<file path="src/rtl/net_status_pkg.sv">
package net_status_pkg;
   localparam int STAT_W    = 8;
   localparam int RI_BIT    = 7;
   localparam int POR_BIT   = 4;
   localparam int RECON_BIT = 2;
   localparam int TMA_BIT   = 1;
   localparam int TA_BIT    = 0;
   localparam logic [STAT_W-1:0] RSVD_BITS = 8'b0110_1000;
endpackage

</file>
<file path="src/rtl/status_flag.sv">
module status_flag #(
   parameter logic RST_VAL = 1'b0
) (
   input  logic clk,
   input  logic rst_n,
   input  logic set_i,
   input  logic clr_i,
   output logic q_o
);
   always_ff @(posedge clk or negedge rst_n) begin
      if (!rst_n)      q_o <= RST_VAL;
      else if (set_i)  q_o <= 1'b1;
      else if (clr_i)  q_o <= 1'b0;
   end

   p_set_wins_r9: assert property (@(posedge clk) disable iff (!rst_n)
      set_i |=> q_o);
   p_clear_only_r9: assert property (@(posedge clk) disable iff (!rst_n)
      (clr_i && !set_i) |=> !q_o);
endmodule

</file>
<file path="src/rtl/mask_reg.sv">
module mask_reg #(
   parameter int W = 8
) (
   input  logic         clk,
   input  logic         rst_n,
   input  logic         we_i,
   input  logic [W-1:0] wdata_i,
   output logic [W-1:0] q_o
);
   always_ff @(posedge clk or negedge rst_n) begin
      if (!rst_n)    q_o <= '0;
      else if (we_i) q_o <= wdata_i;
   end

   p_mask_hold_r10: assert property (@(posedge clk) disable iff (!rst_n)
      !we_i |=> $stable(q_o));
endmodule

</file>
<file path="src/rtl/irq_combine.sv">
module irq_combine #(
   parameter int W = 8,
   parameter logic [W-1:0] SRC = '0
) (
   input  logic [W-1:0] flags_i,
   input  logic [W-1:0] mask_i,
   output logic         irq_o
);
   logic [W-1:0] term;

   for (genvar i = 0; i < W; i++) begin : g_term
      if (SRC[i]) begin : g_src
         assign term[i] = flags_i[i] & mask_i[i];
      end else begin : g_none
         assign term[i] = 1'b0;
      end
   end

   assign irq_o = |term;
endmodule

</file>
<file path="src/rtl/net_status_irq.sv">
module net_status_irq
   import net_status_pkg::*;
#(
   parameter logic [7:0] IRQ_SRC = 8'h84,
   parameter logic       TA_RST  = 1'b1
) (
   input  logic       clk,
   input  logic       rst_n,
   input  logic       pkt_stored_i,
   input  logic       sw_reset_i,
   input  logic       nodeid_zero_wr_i,
   input  logic       idle_expired_i,
   input  logic       tx_ack_i,
   input  logic       tx_bcast_i,
   input  logic       tx_done_i,
   input  logic       cmd_en_rx_i,
   input  logic       cmd_en_tx_i,
   input  logic       cmd_clr_flags_i,
   input  logic       mask_we_i,
   input  logic [7:0] mask_wdata_i,
   output logic [7:0] status_o,
   output logic       irq_o,
   output logic       reject_o
);
   localparam logic [STAT_W-1:0] FLAG_RST =
      {1'b1, 2'b00, 1'b1, 1'b0, 1'b0, 1'b0, TA_RST};

   if ((IRQ_SRC & RSVD_BITS) != '0) begin : g_bad_src
      $error("IRQ_SRC selects a reserved status bit");
   end
   if (STAT_W != 8) begin : g_bad_width
      $error("status byte must be 8 bits wide");
   end

   logic [STAT_W-1:0] mask_q;

   for (genvar i = 0; i < STAT_W; i++) begin : g_bit
      if (i == RI_BIT) begin : g_ri
         status_flag #(.RST_VAL(FLAG_RST[i])) u_flag (
            .clk(clk), .rst_n(rst_n),
            .set_i(pkt_stored_i), .clr_i(cmd_en_rx_i), .q_o(status_o[i]));
      end else if (i == POR_BIT) begin : g_por
         status_flag #(.RST_VAL(FLAG_RST[i])) u_flag (
            .clk(clk), .rst_n(rst_n),
            .set_i(sw_reset_i | nodeid_zero_wr_i), .clr_i(cmd_clr_flags_i),
            .q_o(status_o[i]));
      end else if (i == RECON_BIT) begin : g_recon
         status_flag #(.RST_VAL(FLAG_RST[i])) u_flag (
            .clk(clk), .rst_n(rst_n),
            .set_i(idle_expired_i), .clr_i(cmd_clr_flags_i), .q_o(status_o[i]));
      end else if (i == TMA_BIT) begin : g_tma
         status_flag #(.RST_VAL(FLAG_RST[i])) u_flag (
            .clk(clk), .rst_n(rst_n),
            .set_i(tx_ack_i & ~tx_bcast_i), .clr_i(cmd_en_tx_i),
            .q_o(status_o[i]));
      end else if (i == TA_BIT) begin : g_ta
         status_flag #(.RST_VAL(FLAG_RST[i])) u_flag (
            .clk(clk), .rst_n(rst_n),
            .set_i(tx_done_i), .clr_i(cmd_en_tx_i), .q_o(status_o[i]));
      end else begin : g_rsvd
         assign status_o[i] = 1'b0;
      end
   end

   mask_reg #(.W(STAT_W)) u_mask (
      .clk(clk), .rst_n(rst_n), .we_i(mask_we_i),
      .wdata_i(mask_wdata_i), .q_o(mask_q));

   irq_combine #(.W(STAT_W), .SRC(IRQ_SRC)) u_irq (
      .flags_i(status_o), .mask_i(mask_q), .irq_o(irq_o));

   assign reject_o = status_o[RI_BIT];

   p_rx_arm_r2: assert property (@(posedge clk) disable iff (!rst_n)
      (cmd_en_rx_i && !pkt_stored_i) |=> !reject_o);
   p_por_sticky_r4: assert property (@(posedge clk) disable iff (!rst_n)
      (status_o[POR_BIT] && !cmd_clr_flags_i) |=> status_o[POR_BIT]);
   p_bcast_no_ack_r6: assert property (@(posedge clk) disable iff (!rst_n)
      (!status_o[TMA_BIT] && tx_bcast_i) |=> !status_o[TMA_BIT]);
   p_irq_masked_r10: assert property (@(posedge clk) disable iff (!rst_n)
      ((mask_q & IRQ_SRC) == '0) |-> !irq_o);
endmodule

</file>
<file path="config.mk">
export PLATFORM = sky130hd
export DESIGN_NAME = net_status_irq
export DESIGN_NICKNAME = d
export VERILOG_FILES = /design/src/rtl/net_status_pkg.sv /design/src/rtl/status_flag.sv /design/src/rtl/mask_reg.sv /design/src/rtl/irq_combine.sv /design/src/rtl/net_status_irq.sv
export SDC_FILE = /design/constraint.sdc
export NUM_CORES = 1
export LEC_CHECK = 0
export BUFFER_PORTS_ARGS = -buffer_cell sky130_fd_sc_hd__buf_2
export CAP_MARGIN = 20
export CELL_PAD_IN_SITES_DETAIL_PLACEMENT = 1
export CELL_PAD_IN_SITES_GLOBAL_PLACEMENT = 2
export CORE_ASPECT_RATIO = 0.9
export CORE_MARGIN = 4
export CORE_UTILIZATION = 16
export CTS_CLUSTER_SIZE = 14
export DETAILED_ROUTE_END_ITERATION = 10
export HOLD_SLACK_MARGIN = 0.15
export PLACE_DENSITY_LB_ADDON = 0.25
export RECOVER_POWER = 25
export SYNTH_ARGS = -nofsm -noshare
export SYNTH_HDL_FRONTEND = slang
export SYNTH_SLANG_ARGS = --single-unit
</file>
<file path="constraint.sdc">
create_clock -name clk -period 0.8 [get_ports clk]
set_input_delay 0.16 -clock clk [delete_from_list [all_inputs] [get_ports clk]]
set_output_delay 0.16 -clock clk [all_outputs]
set_load 0.01 [all_outputs]
</file>
Yosys cells after proc, flatten, opt, wreduce, memory -nomap -nowiden
Index checks and enable logic that the tools add are counted. W data, S select, Z words.

Register bits: 13. Input port bits: 21. Output and inout port bits: 10. Logic and storage cells: 25.

Mux-type cells: 8. Bitwise operators: 5. Reductions and logical operators: 6.

Operators by type and width (number): $reduce_bool A2 Y1 (5); $mux W1 (8); $and A1 B1 Y1 (3); $reduce_or A2 Y1 (1); $not A1 Y1 (1); $or A1 B1 Y1 (1).

Depth between registers and ports, before layout
Depth in word-level cells: 3. Mapped depth: 2. Mapped depth without buffers: 2.

Cells and area by module
From an unflattened synthesis, not the netlist that was laid out.

Cell total of the unflattened synthesis: 40. Area total of the unflattened synthesis: 571.8 um^2.

Modules (own cells, without submodules): mask_reg (times used 1, cells an instance 17, area each 331.6 um^2); status_flag (g_bit[0].g_ta.u_flag ...) (times used 3, cells an instance 3, area each 37.5 um^2); status_flag (g_bit[1].g_tma.u_flag ...) (times used 2, cells an instance 3, area each 36.3 um^2); net_status_irq (times used 1, cells an instance 7, area each 46.3 um^2); irq_combine (times used 1, cells an instance 1, area each 8.8 um^2).

Worst setup path before layout
Ideal clock, no wire load.

Path kind: reg2out. Start: register g_bit[7].g_ri.u_flag.q_o. End: output port irq_o. Arrival time: 738 ps. Slack: -98 ps. Cell stages (with the launch flop): 2. Path through: dfstp_2 a22o_1.

Longest elaborated chain between the ends: 2.

RTL lines: start: declaration (RTL line status_flag.sv:8) `output logic q_o`; start signal: assignment (RTL line status_flag.sv:11) `if (!rst_n) q_o <= RST_VAL;`; start signal: assignment (RTL line status_flag.sv:12) `else if (set_i) q_o <= 1'b1;`; start signal: assignment (RTL line status_flag.sv:13) `else if (clr_i) q_o <= 1'b0;`; $and A1 B1 Y1 (RTL line irq_combine.sv:13) `assign term[i] = flags_i[i] & mask_i[i];`; $reduce_or A2 Y1 (RTL line irq_combine.sv:19) `assign irq_o = |term;`; end: declaration (RTL line net_status_irq.sv:22) `output logic irq_o,`.

No other way between the ends.

Worst setup path in the final report
Ends and elaborated chain as after synthesis.

==> results_dict.tcl <==
set metrics [dict create \
    synth_top_cell_by_area "dfrtp_1" \
    dp_slack_ns -0.112 \
    reg2reg_depth 2 \
    num_rows 15 \
    slowest_delay_ns 0.53 \
    rsz0062_at_grt "yes" \
    layout_commonest_cell "buf_2" \
    cts_hold_buf 3 \
    grt_usage_pct 5.51 \
    status "complete, but fails checks" \
    drt-total-wl_um 762 \
    dp_hpwl_um 600 \
    synth_warnings 0 \
    cp_slowest_cell "dfstp_2" \
    dieArea_sq_um 2910 \
    hold_class "in2reg" \
    setup_viol 9 \
    synth-seq-cells 7 \
    finClkSkew_ns 0 \
    drtIter0Drc 0 \
    final-seq-area_sq_um 179 \
    yosysTopAreaCellShare_pct 29.6 \
    syn_to_final_growth_pct 61.5 \
    viasPerCell 3.39 \
    period_needed_ns 1.18 \
    grt_pass1_wl_um 1100 \
    crit_chain "a22o_1 -> buf_2" \
    drive_gt1_share_pct 61.1 \
    clk_latency_ns 0.25 \
    seq_area_frac_synth_pct 53.0 \
    start_util_pct 17.3 \
    timing.fmax_mhz 847 \
    gr-total-overflow 0 \
    cts_tree "done" \
    portBuffers 21 \
    cp.arrival_ns 1.02 \
    clockRootBuffer "clkbuf_4" \
    syn_inst 28 \
    fin_nets 76 \
    crit_path_end_kind "primary output" \
    wire_per_inst_um 9.65 \
    synthTopCellsByArea "dfrtp_1 30%, dfstp_2 23%, buf_4 18%" \
    power.leakage_nw 0.291 \
    clk_pin_slew_worst_paths_ns 0.05 \
    ios 31 \
    multi_input_area_sq_um 91.3 \
    core_region_area_sq_um 1950 \
    slew_violations 0 \
    cts_inserted_buffers 3 \
    grt_max_degree 8 \
    synth_cell_type_count 10 \
    nFillCells 231 \
    violations "negative setup slack" \
    final_hold_viol_count 0 \
    grt_pass1_vias 267 \
    place_congestion 0.619 \
    setup.worst_path.class "reg2out" \
    clockBufferDepth 2 \
    ir_worst_vdd_v 0.000915 \
    period_share_pct 148 \
    die_y_um 51.6 \
    antenna_left 0 \
    htreeDepth 1 \
    syn_area_sq_um 338 \
    syn_avg_cell_area_sq_um 12.1 \
    dr.pass1.iters 1 \
    cap_violations 0 \
    final_cell_mix "15 x buf_2, 7 x buf_6, 4 x inv_1, 4 x dfrtp_1" \
    fp.dieW_um 56.4 \
    antenna_cells 0 \
    cp_max_fo 2 \
    vias 268 \
    tns_ns -1.97 \
    power.density_nw_per_um2 1680 \
    fin_ws_ns -0.381 \
    whs_path_depth 2 \
    critPathLaunchType "register" \
    antenna_found_initial 0 \
    required_ns 0.64 \
    clock-sinks 7 \
    drcViolationCount 0 \
]
[cells by family after synthesis]
kind of cell	count (synthesis)	synth area share (%)
buf+inv	12	22.2
compound gates	6	14.8
mux	2	8.89
other cells	1	1.11
flops	7	53.0
[cell type report]
cell class | instances | share of cell area [%]
clock buffer | 4 | 4.82
inverter | 4 | 2.75
multi-input combinational | 11 | 16.7
sequential | 7 | 32.8
tap | 25 | 5.73
timing repair buffer | 28 | 37.2
[Yosys cell counts]
cell type / n
a211o_1: 1
a21o_1: 2
a21o_2: 1
a22o_1: 2
buf_4: 8
conb_1: 1
dfrtp_1: 4
dfstp_2: 3
inv_1: 4
mux2_4: 2
[flip-flops by register name, indices dropped and copies added, names as in the netlist]
name and count:
u_mask.q_o 2, g_bit.g_ta.u_flag.q_o 1, g_bit.g_tma.u_flag.q_o 1, g_bit.g_recon.u_flag.q_o 1, g_bit.g_por.u_flag.q_o 1, g_bit.g_ri.u_flag.q_o 1
[path summary, 6_finish.rpt]
| path | from | endpoint | slack (ns) |
|---|---|---|---|
| max | g_bit[7].g_ri.u_flag.q_o | irq_o | -0.38 |
| min | sw_reset_i | g_bit[4].g_por.u_flag.q_o | 0.1 |
| min in group asynchronous | rst_n | g_bit[1].g_tma.u_flag.q_o | 0.34 |
| max in group asynchronous | rst_n | g_bit[4].g_por.u_flag.q_o | 0.14 |
| min reg2reg | u_mask.q_o[2] | u_mask.q_o[2] | 0.52 |
| max reg2reg | u_mask.q_o[7] | u_mask.q_o[7] | -0.07 |
[critical path, delay by kind of cell (launching register included)]
kind                   cells  cell delay, ns
buffers and inverters      1            0.12
AO/OA/AOI/OAI              1            0.12
flip-flops                 1            0.53
[power by group]
group,internal [W],total [W],switching (W)
clock network,0.000190,0.000313,0.000123
logic,0.000126,0.000197,0.0000710
registers,0.000389,0.000407,0.0000174
[per-stage QoR]
stage	hold WS, ns	instances	power [W]	instance area (sq um)	util [%]
after global placement	0.00108	71	0.000565	444	22.8
after floorplan	-0.136	30	0.000507	345	-
after detailed placement	0.00810	71	0.000568	444	22.8
after CTS	0.0885	78	0.000939	536	27.4
final	0.0976	79	0.000917	546	27.9
after global routing	0.0872	79	0.000986	546	27.9
[per-layer routing]
metal	wire (um)	share of wire, %	GRT usage [%]
met4	0	0	1.19
met3	110	14	5.71
met2	361	47	8.85
met5	0	0	0
met1	290	38	4.83
[repair_timing]
action / in CTS / in global routing
resized for setup: 6 / 1
pin swaps: 0 / 1
endpoints found under the setup margin: 9 / 10
buffers inserted: 0 / 1
endpoints found under the hold margin: 14 / 5
No activity file was read; power rests on OpenSTA's default activity.
